[src/rtl/phl_pkg.sv]
package phl_pkg;

  // Strobes from control to the counter datapath.
  typedef struct packed {
    logic clrSil;   // restart receive silence count
    logic incSil;   // advance receive silence count
    logic clrKeep;  // restart keep-alive count
    logic incKeep;  // advance keep-alive count
  } phl_strobe_t;

endpackage

[src/rtl/phl_counters.sv]
module phl_counters
  import phl_pkg::*;
#(
  parameter int SILENCE_MS = 4000,
  parameter int KEEP_MS    = 2000
) (
  input  logic        clk,
  input  logic        rstN,
  input  phl_strobe_t stb,
  output logic        silFull,
  output logic        keepNear,
  output logic        keepFull
);

  localparam int SIL_W  = $clog2(SILENCE_MS + 1);
  localparam int KEEP_W = $clog2(KEEP_MS + 1);
  localparam logic [SIL_W-1:0]  SIL_MAX   = SIL_W'(SILENCE_MS);
  localparam logic [KEEP_W-1:0] KEEP_MAX  = KEEP_W'(KEEP_MS);
  localparam logic [KEEP_W-1:0] KEEP_LAST = KEEP_W'(KEEP_MS - 1);

  logic [SIL_W-1:0]  silCnt;
  logic [KEEP_W-1:0] keepCnt;

  always_ff @(posedge clk) begin
    if (!rstN) begin
      silCnt <= '0;
    end else if (stb.clrSil) begin
      silCnt <= '0;
    end else if (stb.incSil) begin
      silCnt <= silCnt + 1'b1;
    end
  end

  always_ff @(posedge clk) begin
    if (!rstN) begin
      keepCnt <= '0;
    end else if (stb.clrKeep) begin
      keepCnt <= '0;
    end else if (stb.incKeep) begin
      keepCnt <= keepCnt + 1'b1;
    end
  end

  assign silFull  = (silCnt == SIL_MAX);
  assign keepFull = (keepCnt == KEEP_MAX);
  assign keepNear = (keepCnt == KEEP_LAST);

endmodule

[src/rtl/phl_ctrl.sv]
module phl_ctrl
  import phl_pkg::*;
(
  input  logic        clk,
  input  logic        rstN,
  input  logic        msTick,
  input  logic        verSel,
  input  logic        rxPkt,
  input  logic        txPkt,
  input  logic        swRunt,
  input  logic        silFull,
  input  logic        keepNear,
  input  logic        keepFull,
  output phl_strobe_t stb,
  output logic        linkState,
  output logic        runtReq
);

  logic silTick;
  logic keepTick;
  logic silLapse;
  logic keepFire;

  // Receive silence: a packet always wins over a tick.
  assign silTick  = msTick && !rxPkt;
  assign silLapse = silTick && silFull;

  // Keep-alive only runs in newer mode; a sent packet wins over a tick.
  assign keepTick = msTick && verSel && !txPkt;
  assign keepFire = keepTick && keepNear;

  always_comb begin
    stb         = '0;
    stb.clrSil  = rxPkt;
    stb.incSil  = silTick && !silFull;
    stb.clrKeep = txPkt || !verSel;
    stb.incKeep = keepTick && !keepFull;
  end

  always_ff @(posedge clk) begin
    if (!rstN) begin
      linkState <= 1'b0;
    end else if (rxPkt) begin
      linkState <= 1'b1;
    end else if (silLapse) begin
      linkState <= 1'b0;
    end
  end

  always_ff @(posedge clk) begin
    if (!rstN) begin
      runtReq <= 1'b0;
    end else if (swRunt || keepFire) begin
      runtReq <= 1'b1;
    end else if (txPkt) begin
      runtReq <= 1'b0;
    end
  end

endmodule

[src/rtl/phl_link_monitor.sv]
module phl_link_monitor #(
  parameter int SILENCE_MS = 4000,
  parameter int KEEP_MS    = 2000
) (
  input  logic clk,
  input  logic rstN,
  input  logic msTick,
  input  logic verSel,
  input  logic rxPkt,
  input  logic txPkt,
  input  logic swRunt,
  output logic linkUp,
  output logic runtReq
);

  import phl_pkg::*;

  phl_strobe_t stb;
  logic silFull;
  logic keepNear;
  logic keepFull;
  logic linkState;

  phl_ctrl u_ctrl (
    .clk      (clk),
    .rstN     (rstN),
    .msTick   (msTick),
    .verSel   (verSel),
    .rxPkt    (rxPkt),
    .txPkt    (txPkt),
    .swRunt   (swRunt),
    .silFull  (silFull),
    .keepNear (keepNear),
    .keepFull (keepFull),
    .stb      (stb),
    .linkState(linkState),
    .runtReq  (runtReq)
  );

  phl_counters #(
    .SILENCE_MS(SILENCE_MS),
    .KEEP_MS   (KEEP_MS)
  ) u_counters (
    .clk     (clk),
    .rstN    (rstN),
    .stb     (stb),
    .silFull (silFull),
    .keepNear(keepNear),
    .keepFull(keepFull)
  );

  assign linkUp = !verSel || linkState;

endmodule

[config.mk]
export PLATFORM = sky130hd
export DESIGN_NAME = phl_link_monitor
export DESIGN_NICKNAME = d
export VERILOG_FILES = /design/src/rtl/phl_pkg.sv /design/src/rtl/phl_counters.sv /design/src/rtl/phl_ctrl.sv /design/src/rtl/phl_link_monitor.sv
export SDC_FILE = /design/constraint.sdc
export NUM_CORES = 1
export LEC_CHECK = 0
export ABC_AREA = 1
export BUFFER_PORTS_ARGS = -buffer_cell sky130_fd_sc_hd__buf_2
export CORE_MARGIN = 2
export CORE_UTILIZATION = 35
export DETAILED_ROUTE_END_ITERATION = 16
export PLACE_DENSITY = 0.58
export SLEW_MARGIN = 20
export SYNTH_ARGS = -nofsm -noshare
export SYNTH_HDL_FRONTEND = slang
export SYNTH_SLANG_ARGS = --single-unit
export TNS_END_PERCENT = 30
[constraint.sdc]
create_clock -name clk -period 4 [get_ports clk]
set_input_delay 0.8 -clock clk [delete_from_list [all_inputs] [get_ports clk]]
set_output_delay 0.8 -clock clk [all_outputs]
set_load 0.02 [all_outputs]
# Word-level counts from Yosys, hierarchy flattened
# Index checks and enable logic that the tools add are counted.
word_totals:
  regBits: 25
  output_inout_bits: 2
  word_cells: 33
classes:
  addsub: 2
  mux: 4
  n_eq_ne: 3
  bitwise: 1
  n_reduce_logical: 19
ops:
  columns: ["cell", "n"]
  rows:
  - ["$eq A11 B11 Y1 const B", 2]
  - ["$add A12 B1 Y12 const B", 1]
  - ["$eq A12 B12 Y1 const B", 1]
  - ["$add A11 B1 Y11 const B", 1]
  - ["$logic_and A1 B1 Y1", 7]
  - ["$logic_not A1 Y1", 5]
  - ["$mux W1", 4]
  - ["$reduce_bool A2 Y1", 2]
  - ["$reduce_or A2 Y1", 2]
  - ["$logic_or A1 B1 Y1", 3]
  - ["$not A1 Y1", 1]

# Logic depth before layout (Yosys ltp)
logic_depth:
  depth_word: 5
  depth_mapped: 9
  mapped_depth_nobuf: 9

# Modules after synthesis
# A second synthesis with hierarchy kept.
hier_totals:
  hier_cells: 187
  hier_area_um2: 1272.5
by_module_without_submodules:
  columns: ["module", "cells_each", "seq_area_each_um2", "n_inst", "area_per_inst_um2"]
  rows:
  - ["phl_counters", 170, 460.4, 1, 1158.6]
  - ["phl_ctrl", 15, 40.0, 1, 106.4]
  - ["phl_link_monitor", 2, 0.0, 1, 7.5]

# Worst setup path after synthesis
# Ideal clock, no wire load.
synth_path:
  path_type: "in2out"
  startpoint: "in verSel"
  endpoint: "out linkUp"
  arrival_ns: 1.150
  slack_ns: 2.050
  path_buffers: 0
  required_time_ns: 3.200
  path_stages: 2
  path_cell_list: "inv_2 or2_2"
synth_via:
  elab_chain_cells: 2
synth_lines:
  columns: ["element", "line", "text"]
  rows:
  - ["start, declared", "phl_link_monitor.sv:8", "input logic verSel,"]
  - ["$logic_not A1 Y1", "phl_link_monitor.sv:52", "assign linkUp = !verSel || linkState;"]
  - ["$logic_or A1 B1 Y1", "phl_link_monitor.sv:52", null]
  - ["end, declared", "phl_link_monitor.sv:12", "output logic linkUp,"]
# No other way between the ends.

# Worst setup path after layout
# Same ends and word-level chain as after synthesis.

==> impl_metrics.env <==
export IMPL_syn_to_final_growth_pct=7.876
export IMPL_io_pins=9
export IMPL_port_buffers=8
export IMPL_antenna_cells=0
export IMPL_maxCapViolations=0
export IMPL_worstSetupStartpointType="input pin"
export IMPL_grt_pass1_wl_microns=5816
export IMPL_drt_iter0_markers=75
export IMPL_netlist_area_sq_um=1573
export IMPL_cts_setup_buffers=0
export IMPL_syn_nets=257
export IMPL_grt_max_degree=14
export IMPL_place_congestion=0.8370
export IMPL_hold_depth=2
export IMPL_dieArea_sq_um=5046
export IMPL_path_cells="buf_2 -> inv_2 -> or2_2 -> buf_2"
export IMPL_nets=268
export IMPL_drc=0
export IMPL_path_common_cell="buf_2"
export IMPL_cts_path_max_buffers=2
export IMPL_hold_ws_ns=0.4871
export IMPL_hold_viol_final=0
export IMPL_root_buffer="clkbuf_8"
export IMPL_die_h_microns=71.04
export IMPL_cts_resized=0
export IMPL_fin_worst_skew_ns=0.004168
export IMPL_cts_sinks=25
export IMPL_grt_util_all_layers=0.1402
export IMPL_ys_ff_latch=25
export IMPL_grt_overflow=0
export IMPL_rsz0062_at_grt="no"
export IMPL_hp_class="flip-flop to flip-flop"
export IMPL_synth_cells=246
export IMPL_power_density_nw_per_um2=255.5
export IMPL_via_per_inst=4.731
export IMPL_r2r_end="u_counters.silCnt[8]"
export IMPL_ant_nets=0
export IMPL_numCtsBuffers=3
export IMPL_drtPass1Iterations=4
export IMPL_routed_wl_microns=3170
export IMPL_cp_max_fo=2
export IMPL_core_area_sq_um=4354
export IMPL_setup_violations=0
export IMPL_antenna_found_initial=0
export IMPL_vdd_drop_max_mv=0.1375
export IMPL_clock_latency_ns=0.26
export IMPL_leakagePower_uw=0.0006527
export IMPL_worstRegToRegCells=9
export IMPL_ys_types=25
export IMPL_arrival_ns=1.35
export IMPL_slew_limit_headroom=0.7012
export IMPL_clock_fmax_ghz=0.4649
export IMPL_wire_per_inst_microns=10.29
export IMPL_holdBufCountCts=0
export IMPL_hp_start="u_counters.keepCnt[10]"
export IMPL_cp_end_kind="output port"
export IMPL_critPathKind="input pin to output port"
export IMPL_max_stage_delay_ns=0.26
export IMPL_tns_ns=0
export IMPL_yosysWarnings=0
export IMPL_drive_gt1_frac=0.1055
export IMPL_post_route_period_util=0.5378
export IMPL_holdPathEnd="u_counters.keepCnt[10]"
export IMPL_die_w_microns=71.04
export IMPL_num_rows=24
export IMPL_nFillCells=465
export IMPL_clkTransAtPathRegs_ns=0.09
export IMPL_r2r_start="u_counters.silCnt[0]"
export IMPL_vias=1457
export IMPL_grt_pass1_vias=1306
export IMPL_cts_tree="done"
export IMPL_ys_seq_area_frac=0.3182
export IMPL_r2r_setup_slack_ns=2.44
export IMPL_drv_slew=0
export IMPL_htreeDepth=1
export IMPL_start_util=0.3612
export IMPL_slowest_stage="or2_2"
export IMPL_period_needed_ns=2.151
export IMPL_status="completed"
export IMPL_cp_data_required_time_ns=3.20
export IMPL_syn_area_per_cell_sq_um=6.393
export IMPL_worstMarginPinSlew_ns=0.4465
export IMPL_hpwl_microns=2411
-- cell type report --
class | instances | area [sq um] | share of cell area
clock buffers | 4 | 45.04 | 0.02655
well taps | 52 | 65.06 | 0.03835
repair buffers | 8 | 40.04 | 0.02360
multi-input cells | 180 | 898.4 | 0.5295
inverters | 39 | 147.6 | 0.08702
flip-flops and latches | 25 | 500.5 | 0.2950
-- synth_stat cells --
| cell type | instances | area share |
|---|---|---|
| nand3_4 | 1 | 0.011 |
| o21ai_0 | 7 | 0.022 |
| nor2_4 | 1 | 0.0072 |
| inv_1 | 34 | 0.081 |
| clkinv_1 | 1 | 0.0024 |
| nor2_2 | 2 | 0.0080 |
| or2_2 | 1 | 0.0040 |
| nor3_4 | 1 | 0.010 |
| dfxtp_1 | 25 | 0.32 |
| nand3_1 | 14 | 0.045 |
| ha_1 | 4 | 0.032 |
| nand3_2 | 1 | 0.0064 |
| buf_8 | 1 | 0.0095 |
| inv_2 | 3 | 0.0072 |
| nand2_4 | 2 | 0.014 |
| nor3_1 | 3 | 0.0095 |
| a21oi_1 | 19 | 0.060 |
| nand3b_1 | 1 | 0.0048 |
| nand2_2 | 3 | 0.012 |
| nand2_1 | 71 | 0.17 |
| nor2_1 | 32 | 0.076 |
| buf_6 | 1 | 0.0072 |
| clkinv_2 | 1 | 0.0032 |
| xor2_1 | 7 | 0.039 |
| nand4_1 | 10 | 0.040 |
-- metrics by stage --
stage          area, sq um  cells  power, uW  utilization  setup slack [ns]
2_1_floorplan         1573    246      278.4            -             2.050
4_1_cts               1697    308      442.2       0.3897             1.846
6_report              1697    308      433.5       0.3897             1.849
5_1_grt               1697    308      456.3       0.3897             1.824
3_3_place_gp          1652    304      287.2       0.3793             1.850
3_5_place_dp          1652    304      287.3       0.3793             1.847
-- worst max-delay path, delay by kind of cell --
family	cells	cell delay, ns
buffers and inverters	3	0.29
and+or+nand+nor	1	0.26
-- layout by cell type (no fill, tap or decap) --
cell type	n
clkinv_2	1
inv_1	34
clkbuf_1	1
or2_2	1
o21ai_0	7
nor2_2	2
nand2_1	71
nand3_1	14
nand3_2	1
a21oi_1	19
inv_2	3
nand3b_1	1
clkbuf_8	3
nor3_4	1
nand2_4	2
clkinv_1	1
nand2_2	3
dfxtp_1	25
nand4_1	10
nor2_1	32
ha_1	4
buf_2	8
nand3_4	1
xor2_1	7
nor2_4	1
nor3_1	3
-- registers in the layout, indices dropped and copies added, names as in the netlist --
| signal | count |
|---|---|
| u_counters.keepCnt | 11 |
| u_ctrl.linkState | 1 |
| u_counters.silCnt | 12 |
| u_ctrl.runtReq | 1 |
-- power breakdown --
part	internal [uW]	total, uW	switching, uW
clock network	71.2	152	81.1
logic	8.65	28.6	19.9
registers	251	253	1.68
-- worst max path at each step --
| stage | start | endpoint | slack (ns) | cells past startpoint |
|---|---|---|---|---|
| 2_1_floorplan | verSel | linkUp | 2.05 | 2 |
| 3_3_place_gp | verSel | linkUp | 1.85 | 4 |
| 3_5_place_dp | verSel | linkUp | 1.85 | 4 |
| 4_1_cts | verSel | linkUp | 1.85 | 4 |
| 5_1_grt | verSel | linkUp | 1.82 | 4 |
| 6_report | verSel | linkUp | 1.85 | 4 |
-- layer usage --
| metal | wire length [microns] | share of wire | vias to the layer above | GRT usage |
|---|---|---|---|---|
| met5 | 0 | 0 | - | 0 |
| met4 | 17 | 0.0054 | 0 | 0.04403 |
| met3 | 169 | 0.053 | 2 | 0.02707 |
| met2 | 1264 | 0.40 | 28 | 0.2098 |
| met1 | 1719 | 0.54 | 640 | 0.2033 |
| li1 | - | - | 787 | - |
-- logic make-up (layout without fill, tap and decap cells) --
logic type | after synthesis | count (layout) | synth area share
and+or+nand+nor | 143 | 143 | 0.4177
buffers and inverters | 41 | 51 | 0.1106
adders and majority gates | 4 | 4 | 0.03182
xor gates and xnor gates | 7 | 7 | 0.03898
DFF | 25 | 25 | 0.3182
AOI/OAI and AO/OA | 26 | 26 | 0.08273
Power figures use the tool's default switching activity.
